### config.mk
export PLATFORM = sky130hd
export DESIGN_NAME = ctr_route_matrix
export DESIGN_NICKNAME = d
export VERILOG_FILES = /design/src/rtl/ctr_route_pkg.sv /design/src/rtl/ctr_src_regs.sv /design/src/rtl/pat_event_latch.sv /design/src/rtl/ctr_clk_mux.sv /design/src/rtl/ctr_gate_mux.sv /design/src/rtl/ctr_route_matrix.sv
export SDC_FILE = /design/constraint.sdc
export NUM_CORES = 1
export LEC_CHECK = 0
export BUFFER_PORTS_ARGS = -buffer_cell sky130_fd_sc_hd__buf_4
export CAP_MARGIN = 0
export CORE_ASPECT_RATIO = 1.1
export CORE_MARGIN = 2
export CORE_UTILIZATION = 40
export CTS_CLUSTER_DIAMETER = 100
export DETAILED_ROUTE_END_ITERATION = 16
export PLACE_DENSITY = 0.66
export SYNTH_ARGS = -nofsm -noshare
export SYNTH_HDL_FRONTEND = slang
export SYNTH_SLANG_ARGS = --single-unit
### constraint.sdc
create_clock -name clk -period 1.8 [get_ports clk]
set_input_delay 0.09 -clock clk [delete_from_list [all_inputs] [get_ports clk]]
set_output_delay 0.09 -clock clk [all_outputs]
set_load 0.1 [all_outputs]
### src/rtl/ctr_route_pkg.sv
package ctr_route_pkg;

  localparam int CODE_W      = 5;
  localparam int CH_PER_CHIP = 3;
  localparam int N_INT_CE    = 6;

  // clock source codes
  localparam logic [CODE_W-1:0] CK_PIN   = 5'd0;
  localparam logic [CODE_W-1:0] CK_10M   = 5'd1;
  localparam logic [CODE_W-1:0] CK_1M    = 5'd2;
  localparam logic [CODE_W-1:0] CK_100K  = 5'd3;
  localparam logic [CODE_W-1:0] CK_10K   = 5'd4;
  localparam logic [CODE_W-1:0] CK_1K    = 5'd5;
  localparam logic [CODE_W-1:0] CK_PREV  = 5'd6;
  localparam logic [CODE_W-1:0] CK_EXT   = 5'd7;
  localparam logic [CODE_W-1:0] CK_HIGH  = 5'd8;
  localparam logic [CODE_W-1:0] CK_LOW   = 5'd9;
  localparam logic [CODE_W-1:0] CK_PAT   = 5'd10;
  localparam logic [CODE_W-1:0] CK_20M   = 5'd11;

  // gate source codes
  localparam logic [CODE_W-1:0] GT_ON     = 5'd0;
  localparam logic [CODE_W-1:0] GT_OFF    = 5'd1;
  localparam logic [CODE_W-1:0] GT_PIN    = 5'd2;
  localparam logic [CODE_W-1:0] GT_BACK_N = 5'd3;
  localparam logic [CODE_W-1:0] GT_PIN_N  = 5'd6;
  localparam logic [CODE_W-1:0] GT_BACK   = 5'd7;
  localparam logic [CODE_W-1:0] GT_PAT    = 5'd8;
  localparam logic [CODE_W-1:0] GT_OCC    = 5'd9;
  localparam logic [CODE_W-1:0] GT_STAY   = 5'd10;
  localparam logic [CODE_W-1:0] GT_PAT_N  = 5'd11;
  localparam logic [CODE_W-1:0] GT_OCC_N  = 5'd12;
  localparam logic [CODE_W-1:0] GT_STAY_N = 5'd13;

  // highest code the basic set can store
  localparam int BASIC_MAX = 7;

  // index of each rate in the internal enable vector
  localparam int CE_10M  = 0;
  localparam int CE_1M   = 1;
  localparam int CE_100K = 2;
  localparam int CE_10K  = 3;
  localparam int CE_1K   = 4;
  localparam int CE_20M  = 5;

endpackage

### src/rtl/ctr_src_regs.sv
module ctr_src_regs
  import ctr_route_pkg::*;
#(
  parameter int NCH      = 6,
  parameter int CH_W     = 3,
  parameter bit ENHANCED = 1'b1
) (
  input  logic                         clk,
  input  logic                         rst_n,
  input  logic                         we,
  input  logic                         is_gate,
  input  logic [CH_W-1:0]              ch,
  input  logic [CODE_W-1:0]            wdata,
  input  logic [CH_W-1:0]              rd_ch,
  output logic [NCH-1:0][CODE_W-1:0]   clk_code,
  output logic [NCH-1:0][CODE_W-1:0]   gate_code,
  output logic [NCH-1:0]               gate_wr,
  output logic [CODE_W-1:0]            rd_clk_code,
  output logic [CODE_W-1:0]            rd_gate_code
);

  localparam logic [CH_W:0] NCH_LIM = (CH_W+1)'(NCH);

  logic            accept;
  logic [NCH-1:0]  hit;
  logic [CODE_W-1:0] ck_q [NCH];
  logic [CODE_W-1:0] gt_q [NCH];

  // the basic code set keeps only three bits worth of codes
  generate
    if (ENHANCED) begin : g_acc_full
      assign accept = 1'b1;
    end else begin : g_acc_basic
      assign accept = (wdata[CODE_W-1:3] == '0);
    end
  endgenerate

  always_comb begin
    for (int g = 0; g < NCH; g++) begin
      hit[g]     = we && accept && (ch == CH_W'(g));
      gate_wr[g] = hit[g] && is_gate;
    end
  end

  always_ff @(posedge clk or negedge rst_n) begin
    if (!rst_n) begin
      for (int g = 0; g < NCH; g++) begin
        ck_q[g] <= '0;
        gt_q[g] <= '0;
      end
    end else begin
      for (int g = 0; g < NCH; g++) begin
        if (hit[g]) begin
          if (is_gate) gt_q[g] <= wdata;
          else         ck_q[g] <= wdata;
        end
      end
    end
  end

  always_comb begin
    for (int g = 0; g < NCH; g++) begin
      clk_code[g]  = ck_q[g];
      gate_code[g] = gt_q[g];
    end
  end

  always_comb begin
    rd_clk_code  = '0;
    rd_gate_code = '0;
    if ({1'b0, rd_ch} < NCH_LIM) begin
      rd_clk_code  = ck_q[rd_ch];
      rd_gate_code = gt_q[rd_ch];
    end
  end

  generate
    if (!ENHANCED) begin : g_basic_chk
      for (genvar g = 0; g < NCH; g++) begin : g_ch
        // writes beyond the basic set leave both registers alone
        a_r6_basic_hold: assert property (@(posedge clk) disable iff (!rst_n)
          (we && ch == CH_W'(g) && wdata[CODE_W-1:3] != '0)
          |=> (ck_q[g] == $past(ck_q[g]) && gt_q[g] == $past(gt_q[g])));
      end
    end
  endgenerate

endmodule

### src/rtl/pat_event_latch.sv
module pat_event_latch (
  input  logic clk,
  input  logic rst_n,
  input  logic clr,
  input  logic pat,
  output logic occ_q,
  output logic gone_q
);

  always_ff @(posedge clk or negedge rst_n) begin
    if (!rst_n) begin
      occ_q  <= 1'b0;
      gone_q <= 1'b0;
    end else if (clr) begin
      occ_q  <= 1'b0;
      gone_q <= 1'b0;
    end else begin
      if (pat)           occ_q  <= 1'b1;
      if (occ_q && !pat) gone_q <= 1'b1;
    end
  end

  // a rewrite of the gate code empties both latches
  a_r12_clear: assert property (@(posedge clk) disable iff (!rst_n)
    clr |=> (!occ_q && !gone_q));

  // once set, the occurred latch only drops on a clear
  a_r10_sticky: assert property (@(posedge clk) disable iff (!rst_n)
    (occ_q && !clr) |=> occ_q);

  // the gone latch never leads the occurred latch
  a_r11_gone_after_occ: assert property (@(posedge clk) disable iff (!rst_n)
    gone_q |-> occ_q);

  // a present pattern is captured at the next edge
  a_r10_capture: assert property (@(posedge clk) disable iff (!rst_n)
    (pat && !clr) |=> occ_q);

endmodule

### src/rtl/ctr_clk_mux.sv
module ctr_clk_mux
  import ctr_route_pkg::*;
#(
  parameter bit ENHANCED = 1'b1
) (
  input  logic [CODE_W-1:0]   code,
  input  logic                pin,
  input  logic [N_INT_CE-1:0] int_ce,
  input  logic                prev_out,
  input  logic                ext_clk,
  input  logic                pat,
  output logic                sel
);

  logic base_sel;
  logic ext_sel;

  always_comb begin
    base_sel = 1'b0;
    case (code)
      CK_PIN:  base_sel = pin;
      CK_10M:  base_sel = int_ce[CE_10M];
      CK_1M:   base_sel = int_ce[CE_1M];
      CK_100K: base_sel = int_ce[CE_100K];
      CK_10K:  base_sel = int_ce[CE_10K];
      CK_1K:   base_sel = int_ce[CE_1K];
      CK_PREV: base_sel = prev_out;
      CK_EXT:  base_sel = ext_clk;
      default: base_sel = 1'b0;
    endcase
  end

  always_comb begin
    ext_sel = 1'b0;
    case (code)
      CK_HIGH: ext_sel = 1'b1;
      CK_LOW:  ext_sel = 1'b0;
      CK_PAT:  ext_sel = pat;
      CK_20M:  ext_sel = int_ce[CE_20M];
      default: ext_sel = 1'b0;
    endcase
  end

  generate
    if (ENHANCED) begin : g_full
      assign sel = (code > 5'(BASIC_MAX)) ? ext_sel : base_sel;
    end else begin : g_basic
      assign sel = (code > 5'(BASIC_MAX)) ? 1'b0 : base_sel;
    end
  endgenerate

endmodule

### src/rtl/ctr_gate_mux.sv
module ctr_gate_mux
  import ctr_route_pkg::*;
#(
  parameter bit ENHANCED = 1'b1
) (
  input  logic [CODE_W-1:0] code,
  input  logic              pin,
  input  logic              back_out,
  input  logic              pat,
  input  logic              occ,
  input  logic              gone,
  output logic              sel
);

  logic base_sel;
  logic ext_sel;

  always_comb begin
    base_sel = 1'b0;
    case (code)
      GT_ON:     base_sel = 1'b1;
      GT_OFF:    base_sel = 1'b0;
      GT_PIN:    base_sel = pin;
      GT_BACK_N: base_sel = ~back_out;
      default:   base_sel = 1'b0;
    endcase
  end

  always_comb begin
    ext_sel = 1'b0;
    case (code)
      GT_PIN_N:  ext_sel = ~pin;
      GT_BACK:   ext_sel = back_out;
      GT_PAT:    ext_sel = pat;
      GT_OCC:    ext_sel = occ;
      GT_STAY:   ext_sel = ~gone;
      GT_PAT_N:  ext_sel = ~pat;
      GT_OCC_N:  ext_sel = ~occ;
      GT_STAY_N: ext_sel = gone;
      default:   ext_sel = 1'b0;
    endcase
  end

  generate
    if (ENHANCED) begin : g_full
      assign sel = (code > 5'd3) ? ext_sel : base_sel;
    end else begin : g_basic
      assign sel = (code > 5'd3) ? 1'b0 : base_sel;
    end
  endgenerate

endmodule

### src/rtl/ctr_route_matrix.sv
module ctr_route_matrix
  import ctr_route_pkg::*;
#(
  parameter int N_CHIPS  = 2,
  parameter bit ENHANCED = 1'b1,
  localparam int NCH     = N_CHIPS * CH_PER_CHIP,
  localparam int CH_W    = $clog2(NCH)
) (
  input  logic                 clk,
  input  logic                 rst_n,
  input  logic                 cfg_we,
  input  logic                 cfg_is_gate,
  input  logic [CH_W-1:0]      cfg_ch,
  input  logic [CODE_W-1:0]    cfg_wdata,
  input  logic [CH_W-1:0]      rd_ch,
  output logic [CODE_W-1:0]    rd_clk_code,
  output logic [CODE_W-1:0]    rd_gate_code,
  input  logic [N_INT_CE-1:0]  int_ce,
  input  logic [NCH-1:0]       clk_pin_in,
  input  logic [NCH-1:0]       gat_pin_in,
  input  logic [N_CHIPS-1:0]   ext_clk_in,
  input  logic [NCH-1:0]       ctr_out,
  input  logic                 pat_present,
  output logic [NCH-1:0]       sel_clk,
  output logic [NCH-1:0]       sel_gate,
  output logic [NCH-1:0]       clk_pin_oe,
  output logic [NCH-1:0]       clk_pin_out,
  output logic [NCH-1:0]       gat_pin_oe,
  output logic [NCH-1:0]       gat_pin_out
);

  logic [NCH-1:0][CODE_W-1:0] clk_code;
  logic [NCH-1:0][CODE_W-1:0] gate_code;
  logic [NCH-1:0]             gate_wr;
  logic [NCH-1:0]             occ_q;
  logic [NCH-1:0]             gone_q;

  ctr_src_regs #(
    .NCH      (NCH),
    .CH_W     (CH_W),
    .ENHANCED (ENHANCED)
  ) u_regs (
    .clk          (clk),
    .rst_n        (rst_n),
    .we           (cfg_we),
    .is_gate      (cfg_is_gate),
    .ch           (cfg_ch),
    .wdata        (cfg_wdata),
    .rd_ch        (rd_ch),
    .clk_code     (clk_code),
    .gate_code    (gate_code),
    .gate_wr      (gate_wr),
    .rd_clk_code  (rd_clk_code),
    .rd_gate_code (rd_gate_code)
  );

  generate
    for (genvar g = 0; g < NCH; g++) begin : g_ch
      // ring neighbours: one back for the clock, two back for the gate
      localparam int CHIP  = g / CH_PER_CHIP;
      localparam int BACK1 = (g + NCH - 1) % NCH;
      localparam int BACK2 = (g + NCH - 2) % NCH;

      pat_event_latch u_latch (
        .clk    (clk),
        .rst_n  (rst_n),
        .clr    (gate_wr[g]),
        .pat    (pat_present),
        .occ_q  (occ_q[g]),
        .gone_q (gone_q[g])
      );

      ctr_clk_mux #(.ENHANCED(ENHANCED)) u_ckmux (
        .code     (clk_code[g]),
        .pin      (clk_pin_in[g]),
        .int_ce   (int_ce),
        .prev_out (ctr_out[BACK1]),
        .ext_clk  (ext_clk_in[CHIP]),
        .pat      (pat_present),
        .sel      (sel_clk[g])
      );

      ctr_gate_mux #(.ENHANCED(ENHANCED)) u_gtmux (
        .code     (gate_code[g]),
        .pin      (gat_pin_in[g]),
        .back_out (ctr_out[BACK2]),
        .pat      (pat_present),
        .occ      (occ_q[g]),
        .gone     (gone_q[g]),
        .sel      (sel_gate[g])
      );

      assign clk_pin_oe[g]  = (clk_code[g] != CK_PIN);
      assign gat_pin_oe[g]  = (gate_code[g] != GT_PIN);
      assign clk_pin_out[g] = sel_clk[g];
      assign gat_pin_out[g] = sel_gate[g];

      // choosing the pin as clock source turns it into an input that feeds the counter
      a_r9_clk_pin_input: assert property (@(posedge clk) disable iff (!rst_n)
        (cfg_we && !cfg_is_gate && cfg_ch == CH_W'(g) && cfg_wdata == CK_PIN)
        |=> (!clk_pin_oe[g] && sel_clk[g] == clk_pin_in[g]));

      // same for the gate pin
      a_r9_gat_pin_input: assert property (@(posedge clk) disable iff (!rst_n)
        (cfg_we && cfg_is_gate && cfg_ch == CH_W'(g) && cfg_wdata == GT_PIN)
        |=> (!gat_pin_oe[g] && sel_gate[g] == gat_pin_in[g]));

      // permanent-enable code gives a high gate one edge after the write
      a_r4_gate_on: assert property (@(posedge clk) disable iff (!rst_n)
        (cfg_we && cfg_is_gate && cfg_ch == CH_W'(g) && cfg_wdata == GT_ON)
        |=> sel_gate[g]);
    end
  endgenerate

endmodule

==> results of run 1 <==
==> logic make-up (layout without fill, tap and decap cells) <==
family / after synthesis / count (layout) / synth area share
AO/OA/AOI/OAI: 87 / 87 / 0.1180
multiplexers: 101 / 101 / 0.2778
flip-flops: 72 / 72 / 0.3767
AND/OR/NAND/NOR: 125 / 125 / 0.1415
buffers and inverters: 76 / 174 / 0.08423
XOR/XNOR: 1 / 1 / 0.001831
==> sequential cells by signal, summed over array words and instances (netlist names) <==
| signal | cells |
|---|---|
| u_regs.clk_code | 30 |
| u_regs.gate_code | 30 |
| g_ch.u_latch.gone_q | 6 |
| g_ch.u_latch.occ_q | 6 |
==> power groups by stage <==
stage | combinational, uW | clock (uW) | sequential (uW)
final | 6130 | 1850 | 2450
after global routing | 6370 | 1940 | 2510
after CTS | 5580 | 1860 | 2410
after detailed placement | 4580 | 0 | 2420
after global placement | 4530 | 0 | 2400
after floorplan | 3950 | 0 | 2260
==> worst reg2reg max path, stage by stage (launching register included) <==
cell	delay [ns]
sky130_fd_sc_hd__dfrtp_1	0.42
sky130_fd_sc_hd__buf_6	0.14
sky130_fd_sc_hd__buf_4	0.14
sky130_fd_sc_hd__buf_4	0.12
sky130_fd_sc_hd__mux2_1	0.27
==> how the worst min path moves through the flow <==
stage,from,endpoint,slack [ns],depth (start not counted)
2_1_floorplan,rst_n,g_ch[0].u_latch.gone_q$_DFFE_PN0P_,-0.21,0
3_3_place_gp,rst_n,u_regs.clk_code[15]$_DFFE_PN0P_,0.03,1
3_5_place_dp,rst_n,u_regs.clk_code[15]$_DFFE_PN0P_,0.04,1
4_1_cts,cfg_ch[2],g_ch[5].u_latch.gone_q$_DFFE_PN0P_,0.05,2
5_1_grt,cfg_ch[2],g_ch[5].u_latch.gone_q$_DFFE_PN0P_,0.07,2
6_report,cfg_ch[2],g_ch[5].u_latch.gone_q$_DFFE_PN0P_,0.06,2
==> Yosys cell counts, types with 12 or more instances <==
library cell,n,area share
sky130_fd_sc_hd__nand2b_1,13,0.017
sky130_fd_sc_hd__clkbuf_1,17,0.013
sky130_fd_sc_hd__dfrtp_1,72,0.38
sky130_fd_sc_hd__a21oi_1,28,0.029
sky130_fd_sc_hd__mux2i_1,18,0.038
sky130_fd_sc_hd__nor2_1,38,0.030
sky130_fd_sc_hd__mux2_2,59,0.14
sky130_fd_sc_hd__nand2_1,22,0.017
sky130_fd_sc_hd__mux4_2,19,0.089
sky130_fd_sc_hd__o21ai_0,12,0.013
sky130_fd_sc_hd__buf_4,24,0.038
sky130_fd_sc_hd__inv_1,23,0.018
==> stage by stage <==
stage | hold WS (ns) | area, sq um | TNS (ns) | instances | utilization
5_1_grt | 0.07123 | 6918 | -4.381 | 710 | 0.5967
3_3_place_gp | 0.03292 | 5558 | 0 | 671 | 0.4794
6_report | 0.05622 | 6918 | -2.758 | 710 | 0.5967
3_5_place_dp | 0.04151 | 5558 | 0 | 671 | 0.4794
2_1_floorplan | -0.2056 | 4833 | -0.9861 | 462 | -
4_1_cts | 0.05240 | 6564 | -2.747 | 704 | 0.5662
==> routing by layer <==
layer	vias up	wire length, um
li1	1864	-
met1	2081	6104
met2	183	7423
met3	29	970
met4	0	306
met5	-	0
==> cell usage in the layout, fill, tap and decap left out, types with 7 or more instances in the layout <==
master and count:
sky130_fd_sc_hd__a21oi_1 25, sky130_fd_sc_hd__buf_12 34, sky130_fd_sc_hd__buf_4 86, sky130_fd_sc_hd__buf_6 13, sky130_fd_sc_hd__clkbuf_16 9, sky130_fd_sc_hd__dfrtp_1 51
sky130_fd_sc_hd__dfrtp_2 21, sky130_fd_sc_hd__inv_1 12, sky130_fd_sc_hd__inv_2 11, sky130_fd_sc_hd__mux2_2 59, sky130_fd_sc_hd__mux2i_1 16, sky130_fd_sc_hd__mux4_2 19
sky130_fd_sc_hd__nand2_1 22, sky130_fd_sc_hd__nand2b_1 9, sky130_fd_sc_hd__nor2_1 38, sky130_fd_sc_hd__nor3_1 8, sky130_fd_sc_hd__o21ai_0 7, sky130_fd_sc_hd__o22ai_4 8
==> repair_timing <==
action,4_1_cts,5_1_grt
gates resized for setup,137,73
setup endpoints to repair,31,35
hold buffers,1,0
pin swaps,15,9
hold endpoints to repair,25,0
buffers inserted,16,6
==> cell type report <==
| cell class | instances | area share |
|---|---|---|
| multi-input combinational | 314 | 0.4357 |
| sequential | 72 | 0.2642 |
| clock inverter | 7 | 0.01139 |
| tap | 150 | 0.02713 |
| timing repair buffer | 135 | 0.2165 |
| inverter | 23 | 0.01248 |
| clock buffer | 9 | 0.03256 |
==> impl_results.md, run 1 <==
* Outcome: finished, violations left
* Violated checks: negative setup slack
* Path depth of the worst reg2reg path at 4
* Fraction of power consumed by combinational cells at 0.588
* CTS tree: yes
* Worst IR Drop VDD at 1.054 mV
* Share of the cycle needed by the critical path after routing at 1.145
* # setup viols final at 26
* Worst setup path startpoint: u_regs.gate_code[0]$_DFFE_PN0P_
* Mapped Cells at 462
* Chip Height at 118.7 um
* Post-DR vias/cell at ~5.9
* Upper clock frequency limit at 485.1 MHz
* Fin. Hold Viols at 0
* Number of buffers added on ports at 87
* CTS Root Buffer Type: sky130_fd_sc_hd__clkbuf_16
* ANT nets after route at 0
* Cell internal pwr at between 5000 and 6000 uW
* Element type at the critical path start: register
* Share of cells above drive strength 1 at 0.5679
* Vias in the first global route at 4216
* Most congested layer reported by global routing: met2
* Number of maximum-capacitance violations at 0
* Avg Inst Size Synth at 10.35 sq um
* Relative slew margins at 0.3908
* Fill cell total of the finished layout at 927
* Die W at 108.3 um
* Setup slack, reg-to-reg at 0.59 ns
* Largest net degree at the start of global routing at 32
* Clk sink count at 72
* Routed length per instance at 20.85 um
* GRT Util Overall at 0.2313
* Clock network fraction of total power at 0.177
* Worst slack at placement at approximately 0.05 ns
* Highest-delay cell along the critical path: sky130_fd_sc_hd__or4_4
* DP HPWL at 9559 um
* Max Slew Vio Count at 0
* Worst reg2reg path startpoint: u_regs.gate_code[6]$_DFFE_PN0P_
* Critical path depth at 4
* Initial core utilization at 0.4126
* Cell Rows at 41
* Met3 Use GR at 0.03806
* Dominant delay contributor by cell family on the critical path: simple AND/OR/NAND/NOR gates
* Critical path required time at 1.71 ns
* RSZ-0062 raised after global routing: true
* Net switching power at 4943 uW
* Switching share of total power at 0.4737
* Time the final worst path needs with I/O delays and setup at 2.061 ns
* Global placement routability congestion at 0.8814
* Iter 0 DRT Violations at 218
* Area occupied by multi-input gates at 3014 sq um
* Worst setup slack after layout at -0.2614 ns
* Worst clock skew at between 0.002 and 0.003 ns
* Number of nets in the final layout at 597
* Boundary Pins at 88
* Main flop type after synthesis: sky130_fd_sc_hd__dfrtp_1
* Number of unique standard cell types used by synthesis at 54
* Clock transition at the registers of the reported paths at 0.06 ns
* TritonCTS buffer count at 9
* Sum of routed wire length over all layers at 14810 um
* Wire length of the first global-routing pass at 22750 um
* Die outline area at 12850 sq um
* First-pass iteration count of the detailed router at 5
* Sequential cell fraction of total power at 0.235
* Clock latency on the worst-skew pair at 0.33 ns
* Post-synthesis to final-layout area growth at 44.62%
* Capturing element of the worst setup path: gat_pin_out[0]
* Maximum level of the CTS H-tree at 3
* Measured slew at the worst slew-check pin at 0.9138 ns
* Post-synthesis sequential area ratio at 0.3767
* Type of the worst setup path: reg -> out
* Met1 Resource Use GR at 0.3148
* Total DRC errors in the routed layout at 0
* Bufs and invs on worst path at 1
* Placeable core area at 11590 sq um
* Yosys synthesis warning count at 0
* GRT Residual Overflow at 0
* Maximum fanout encountered on the critical timing path at 3
* Cell area power density at 1508 nW/um^2
* Synthesis-stage register bit count at 72
* Via count at slightly above 4000
* Netlist area before placement at between 4000 and 5000 sq um
* Critical path arrival at 1.97 ns
* Overall power consumption at 10430 uW
* Slowest cell delay on critical path at 0.54 ns
* Type of the worst min-delay path: in -> reg
* Fraction of registers with async set or reset after synthesis at 1.000
* Series of cell instances along the critical path: or4_4 > a31o_1 > a31oi_4 > buf_8
* Net count after synthesis at ~500
* P_leak at between 0.002 and 0.003 uW
* Maximum buffer depth of the clock tree at 2
* Number of antenna violations at the first check in global routing at 0
* Setup crit end kind: primary output
* Number of flops mapped to enable cells by yosys at 0
* Fraction of met2 tracks used by global routing at 0.3836
* Total inserted antenna cells at 0
* Reg-to-Reg End: u_regs.gate_code[6]$_DFFE_PN0P_
* Flip-flop and latch area at 1828 sq um
(Power assumes the default switching activity.)
==> run 2: changes to the inputs <==
- RECOVER_POWER: unset -> 100
==> run 2 against run 1 <==
The flow still finishes with violations (negative setup slack). Worst setup slack improved by 0.0037 ns. First-iteration DRC count is 29% higher. Count of clock-buffer cells in the layout stayed put. Global-route usage stayed put. Flip-flop and latch count did not move. Utilization fell by 0.98 points. Final cell count unchanged. Combinational power is 0.7% lower. Via count shrank 0.72%. Critical path depth unchanged.
==> impl_results.md, run 2 (same netlist as run 1, synthesis figures left out) <==
* Outcome: finished, violations left
* Violated checks: negative setup slack
* Initial core utilization at 0.4126 (unchanged)
* CTS tree: yes
* Path depth of the worst reg2reg path at 4 (unchanged)
* Global placement routability congestion at 0.8814 (unchanged)
* Number of nets in the final layout at 597 (unchanged)
* Clk sink count at 72 (unchanged)
* Reg-to-Reg End: u_regs.gate_code[6]$_DFFE_PN0P_
* Time the final worst path needs with I/O delays and setup at 2.058 ns (-0.003722 ns)
* Type of the worst min-delay path: in -> reg
* Clock transition at the registers of the reported paths at 0.06 ns (about the same)
* Cell internal pwr at 5458 uW (-0.61%)
* First-pass iteration count of the detailed router at 4 (-1)
* Total inserted antenna cells at 0 (unchanged)
* Share of the cycle needed by the critical path after routing at 1.143 (-0.002068)
* Post-route cell area at 6804 sq um (-1.6%)
* Worst setup path startpoint: u_regs.gate_code[0]$_DFFE_PN0P_
* Worst setup slack after layout at -0.2576 ns (+0.003722 ns)
* Capturing element of the worst setup path: gat_pin_out[0]
* P_leak at 0.002794 uW (-1.4%)
* Post-DR vias/cell at 5.813 (-0.72%)
* Upper clock frequency limit at 486.0 MHz (+0.18%)
* Max Slew Vio Count at 0 (unchanged)
* DP HPWL at 9559 um (unchanged)
* Vias in the first global route at 4216 (unchanged)
* GRT Util Overall at 0.2313 (unchanged)
* Maximum fanout encountered on the critical timing path at 3 (unchanged)
* Relative slew margins at 0.2300 (-0.1608)
* Switching share of total power at 0.4747 (+0.0009927)
* Cell count of the worst hold path at 2 (unchanged)
* Iter 0 DRT Violations at 281 (+29%)
* Highest-count cells in the layout ignoring fill and taps: sky130_fd_sc_hd__buf_4, sky130_fd_sc_hd__mux2_2, sky130_fd_sc_hd__dfrtp_1
* Critical path arrival at 1.97 ns (about the same)
* Clock network fraction of total power at 0.177 (about the same)
* RSZ-0062 raised after global routing: true
* Routed length per instance at 20.92 um (+0.32%)
* Measured slew at the worst slew-check pin at 1.144 ns (+0.2307 ns)
* Chip Height at 118.7 um (unchanged)
* Setup slack, reg-to-reg at 0.59 ns (about the same)
* Most common cell after layout, fill and taps aside: sky130_fd_sc_hd__buf_4
* Sum of routed wire length over all layers at 14850 um (+0.32%)
* Worst IR Drop VDD at 1.051 mV (-0.27%)
* Cell Rows at 41 (unchanged)
* Die outline area at 12850 sq um (unchanged)
* # setup viols final at 24 (-7.7%)
* Share of cells above drive strength 1 at 0.5429 (-0.02500)
* Placed Area at 5558 sq um (unchanged)
* Number of antenna violations at the first check in global routing at 0 (unchanged)
* Fraction of power consumed by combinational cells at 0.586 (-0.002)
* Die W at 108.3 um (unchanged)
* ANT nets after route at 0 (unchanged)
* Number of cells after detailed placement at 671 (unchanged)
* Net switching power at 4932 uW (-0.21%)
* Setup crit end kind: primary output
* Total DRC errors in the routed layout at 0 (unchanged)
* Worst reg2reg path startpoint: u_regs.gate_code[6]$_DFFE_PN0P_
* Via count at 4127 (-0.72%)
* Placeable core area at 11590 sq um (unchanged)
* Worst clock skew at 0.001461 ns (-0.001247 ns)
* Number of buffers added on ports at 87 (unchanged)
* Element type at the critical path start: register
* Fin. Hold Viols at 0 (unchanged)
* Fin util at 0.5869 (-0.009821)
* Number of maximum-capacitance violations at 0 (unchanged)
* Final cell count without fillers at 710 (unchanged)
* Sequential cell fraction of total power at 0.236 (about the same)
* Type of the worst setup path: reg -> out
* Maximum buffer depth of the clock tree at 2 (unchanged)
* Clock latency on the worst-skew pair at 0.33 ns (about the same)
* Post-synthesis to final-layout area growth at 42.24%
* Largest net degree at the start of global routing at 32 (unchanged)
* Maximum level of the CTS H-tree at 3 (unchanged)
* Boundary Pins at 88 (unchanged)
* CTS Root Buffer Type: sky130_fd_sc_hd__clkbuf_16
* Wire length of the first global-routing pass at 22750 um (unchanged)
* Critical path required time at 1.71 ns (about the same)
* GRT Residual Overflow at 0 (unchanged)
* Cell area power density at 1527 nW/um^2 (+1.2%)
* TritonCTS buffer count at 9 (unchanged)
==> run 2: changes by cell type in the layout (fill, tap and decap cells not counted), moves of 3 or more <==
cell,before,now
sky130_fd_sc_hd__clkbuf_1,0,5
sky130_fd_sc_hd__clkbuf_4,0,5
sky130_fd_sc_hd__clkbuf_2,0,6
sky130_fd_sc_hd__nor2_1,38,41
sky130_fd_sc_hd__buf_4,86,69
==> run 2: layer usage <==
metal	up-vias	GRT usage	routed length (um)
met1	2082	0.3148	6219
li1	1864	-	-
met3	24	0.03806	851
met5	-	0	0
met4	0	0.05689	263
met2	157	0.3836	7517
==> run 2: power by group through the flow <==
stage	logic [uW]	registers, uW	clock network, uW
finish	6090	2460	1840
CTS	5580	2410	1860
detailed placement	4580	2420	0
global placement	4530	2400	0
global route	6330	2510	1940
floorplan	3950	2260	0
==> run 2: final cells by class <==
cell class,instances,area (sq um)
flip-flops and latches,72,1828
repair buffers,135,1438
clock buffers,9,225.2
inverters,23,86.33
multi-input cells,314,2960
clock inverters,7,78.83
fillers,953,4790
well taps,150,187.7
==> run 2: worst min path at each step <==
stage / from / endpoint / slack, ns
floorplan: rst_n / g_ch[0].u_latch.gone_q$_DFFE_PN0P_ / -0.21
global placement: rst_n / u_regs.clk_code[15]$_DFFE_PN0P_ / 0.03
detailed placement: rst_n / u_regs.clk_code[15]$_DFFE_PN0P_ / 0.04
CTS: cfg_ch[2] / g_ch[5].u_latch.gone_q$_DFFE_PN0P_ / 0.05
global route: cfg_ch[0] / g_ch[5].u_latch.gone_q$_DFFE_PN0P_ / 0.02
finish: cfg_ch[0] / g_ch[5].u_latch.gone_q$_DFFE_PN0P_ / 0.01
==> run 2: timing repair <==
action | CTS | global route
pin swaps | 15 | 9
endpoints found under the setup margin | 31 | 35
hold buffers | 1 | 0
resized for setup | 137 | 73
setup buffers | 16 | 6
hold endpoints to repair | 25 | 0
==> run 2: per-stage QoR <==
step	worst slack [ns]	total power, uW	setup TNS (ns)	hold slack [ns]
4_1_cts	-0.2448	9847	-2.747	0.05240
2_1_floorplan	-0.4930	6211	-0.9861	-0.2056
6_report	-0.2576	10390	-2.729	0.01365
5_1_grt	-0.2939	10780	-4.431	0.02284
3_5_place_dp	0.05052	6999	0	0.04151
3_3_place_gp	0.1317	6928	0	0.03292
==> run 2: worst max-delay path: stages (launching register included) <==
cell and delay, ns:
sky130_fd_sc_hd__dfrtp_1 0.39, sky130_fd_sc_hd__or4_4 0.53, sky130_fd_sc_hd__a31o_1 0.27, sky130_fd_sc_hd__a31oi_4 0.21, sky130_fd_sc_hd__buf_8 0.23
==> run 3: changes to the inputs <==
- clock period: 1.8 -> 2.6 ns (I/O delays scaled with it)
==> run 3 against run 2 <==
The flow finishes with violations (max-capacitance violations, max-slew violations). Hold slack better by 0.047 ns. Count of clock-buffer cells in the layout grew 1. Wire length fell by 11%. Flip-flop and latch count stayed put. Clock skew grew 0.00088 ns. Global-route usage shrank 1.5 points. Sequential share of layout area is 6.1 points higher. Total power shrank 43%. Non-clock buffer count decreased by 47.
==> impl_results.md, run 3 (same netlist as run 1, synthesis figures left out) <==
* Path depth of the worst reg2reg path at 1 (-3)
* Fin util at 0.4708 (-0.1161)
* Sum of routed wire length over all layers at 13190 um (-11%)
* Share of cells above drive strength 1 at 0.3392 (-0.2037)
* Largest net degree at the start of global routing at 73 (+130%)
* CTS Root Buffer Type: sky130_fd_sc_hd__clkbuf_16
* Element type at the critical path start: register
* Count of hold buffers inserted by post-cts repair at 1 (unchanged)
* Routed length per instance at 19.89 um (-4.9%)
* Fill cell total of the finished layout at 1105 (+16%)
* Boundary Pins at 88 (unchanged)
* Post-synthesis to final-layout area growth at 14.10%
* Net switching power at 2971 uW (-40%)
* Placed Area at 5308 sq um (-4.5%)
* Series of cell instances along the critical path: mux4_2 > mux2_2 > a32o_1 > clkbuf_2
* Setup slack, reg-to-reg at 1.67 ns (+1.08 ns)
* Switching share of total power at 0.5035 (+0.02877)
* Time the final worst path needs with I/O delays and setup at 2.333 ns
* Violated checks: max-capacitance violations, max-slew violations
* Dominant delay contributor by cell family on the critical path: multiplexers
* P_leak at 0.002326 uW (-17%)
* Global placement routability congestion at 0.8873 (+0.67%)
* Worst clock skew at 0.002345 ns (+0.0008835 ns)
* Resize count post-CTS at 0 (-100%)
* Max Slew Vio Count at 73 (+73)
* Fin. Hold Viols at 0 (unchanged)
* Bufs and invs on worst path at 1 (unchanged)
* Reg-to-Reg End: u_regs.gate_code[5]$_DFFE_PN0P_
* Worst setup slack after layout at 0.2670 ns (+0.5247 ns)
* Cell area power density at 1081 nW/um^2 (-29%)
* Post-route cell area at 5458 sq um (-20%)
* Cell count of the worst hold path at 2 (unchanged)
* Clock network fraction of total power at 0.227 (+0.050)
* Clk sink count at 72 (unchanged)
* Type of the worst setup path: reg -> out
* Total inserted antenna cells at 0 (unchanged)
* Initial core utilization at 0.4126 (unchanged)
* CTS tree: yes
* Number of maximum-capacitance violations at 1 (+1)
* Die outline area at 12850 sq um (unchanged)
* Fraction of power consumed by combinational cells at 0.477 (-0.109)
* Wire length of the first global-routing pass at 21040 um (-7.5%)
* Number of buffers added on ports at 87 (unchanged)
* Sequential cell fraction of total power at 0.297 (+0.061)
* GRT Residual Overflow at 0 (unchanged)
* ANT nets after route at 0 (unchanged)
* Worst slack at placement at 0.7168 ns (+0.6663 ns)
* Die W at 108.3 um (unchanged)
* # setup viols final at 0 (-100%)
* Critical path required time at 2.47 ns (+0.76 ns)
* First-pass iteration count of the detailed router at 4 (unchanged)
* Highest-count cells in the layout ignoring fill and taps: sky130_fd_sc_hd__dfrtp_1, sky130_fd_sc_hd__mux2_2, sky130_fd_sc_hd__buf_4
* Placeable core area at 11590 sq um (unchanged)
* Type of the worst min-delay path: in -> reg
* Maximum buffer depth of the clock tree at 2 (unchanged)
* RSZ-0062 raised after global routing: false
* Highest-delay cell along the critical path: sky130_fd_sc_hd__mux4_2
* GRT Util Overall at 0.2158 (-0.01547)
* Via count at 3894 (-5.6%)
* Number of antenna violations at the first check in global routing at 0 (unchanged)
* Cell internal pwr at 2930 uW (-46%)
* Outcome: finished, violations left
* Number of nets in the final layout at 550 (-7.9%)
* Measured slew at the worst slew-check pin at 1.789 ns (+0.6443 ns)
* Chip Height at 118.7 um (unchanged)
* Launch instance of the worst min-delay path: cfg_ch[0]
* Total DRC errors in the routed layout at 0 (unchanged)
* Area occupied by multi-input gates at 2525 sq um (-15%)
* Vias in the first global route at 3818 (-9.4%)
* Clock transition at the registers of the reported paths at 0.06 ns (about the same)
* Iter 0 DRT Violations at 237 (-16%)
* Post-DR vias/cell at 5.873 (+1.0%)
* Share of the cycle needed by the critical path after routing at 0.8973
* DP HPWL at 9338 um (-2.3%)
* TritonCTS buffer count at 9 (unchanged)
* Setup crit end kind: primary output
* Slowest cell delay on critical path at 0.53 ns (about the same)
* Worst IR Drop VDD at 0.7725 mV (-27%)
* Maximum fanout encountered on the critical timing path at 7 (+4)
* Upper clock frequency limit at 428.6 MHz
* Flip-flop and latch area at 1802 sq um (-1.4%)
* Relative slew margins at -0.1925 (-0.4225)
* Critical path arrival at 2.20 ns (+0.23 ns)
* Buffer count from post-CTS setup fixing at 0 (-16)
* Most common cell after layout, fill and taps aside: sky130_fd_sc_hd__dfrtp_1
* Worst reg2reg path startpoint: u_regs.gate_code[5]$_DFFE_PN0P_
* Cell Rows at 41 (unchanged)
* Clock latency on the worst-skew pair at 0.33 ns (about the same)
* Total negative slack for setup checks at 0 ns (+2.729 ns)
* Maximum level of the CTS H-tree at 3 (unchanged)
* Destination of the worst hold path: g_ch[5].u_latch.gone_q$_DFFE_PN0P_
run 3: metal layers:
metal  wire [um]  track usage  vias up
met3         981      0.03089       32
met1        5658       0.3066     1904
met2        6163       0.3325      186
li1            -            -     1772
met4         387      0.08253        0
met5           0            0        -
run 3: final cells by class:
class                   instances  share of cell area
multi-input cells             314              0.4626
flip-flops and latches         72              0.3301
repair buffers                 88             0.09812
clock buffers                  10             0.04195
well taps                     150             0.03439
clock inverters                 6             0.01696
inverters                      23             0.01582
run 3: worst max-delay path by stage:
| stage | start | end | slack, ns | cells past startpoint |
|---|---|---|---|---|
| finish | u_regs.clk_code[15]$_DFFE_PN0P_ | clk_pin_out[3] | 0.27 | 4 |
| global route | u_regs.gate_code[10]$_DFFE_PN0P_ | gat_pin_out[2] | 0.14 | 5 |
| CTS | u_regs.gate_code[1]$_DFFE_PN0P_ | sel_gate[0] | 0.35 | 5 |
| detailed placement | u_regs.gate_code[1]$_DFFE_PN0P_ | sel_gate[0] | 0.72 | 5 |
| global placement | u_regs.gate_code[16]$_DFFE_PN0P_ | sel_gate[3] | 0.77 | 5 |
| floorplan | u_regs.gate_code[20]$_DFFE_PN0P_ | rd_gate_code[0] | 0.20 | 4 |
run 3: per-stage QoR:
stage	hold slack, ns	total power [uW]	instances
floorplan	-0.1656	4273	462
global placement	0.3043	4655	646
detailed placement	0.3293	4704	646
CTS	0.09861	6054	663
global route	0.07970	6165	663
finish	0.06101	5901	663
run 3: power groups by stage:
stage / sequential (uW) / clock (uW) / combinational (uW)
5_1_grt: 1810 / 1410 / 2950
3_5_place_dp: 1760 / 0 / 2940
2_1_floorplan: 1570 / 0 / 2710
4_1_cts: 1740 / 1360 / 2950
3_3_place_gp: 1740 / 0 / 2910
6_report: 1750 / 1340 / 2810
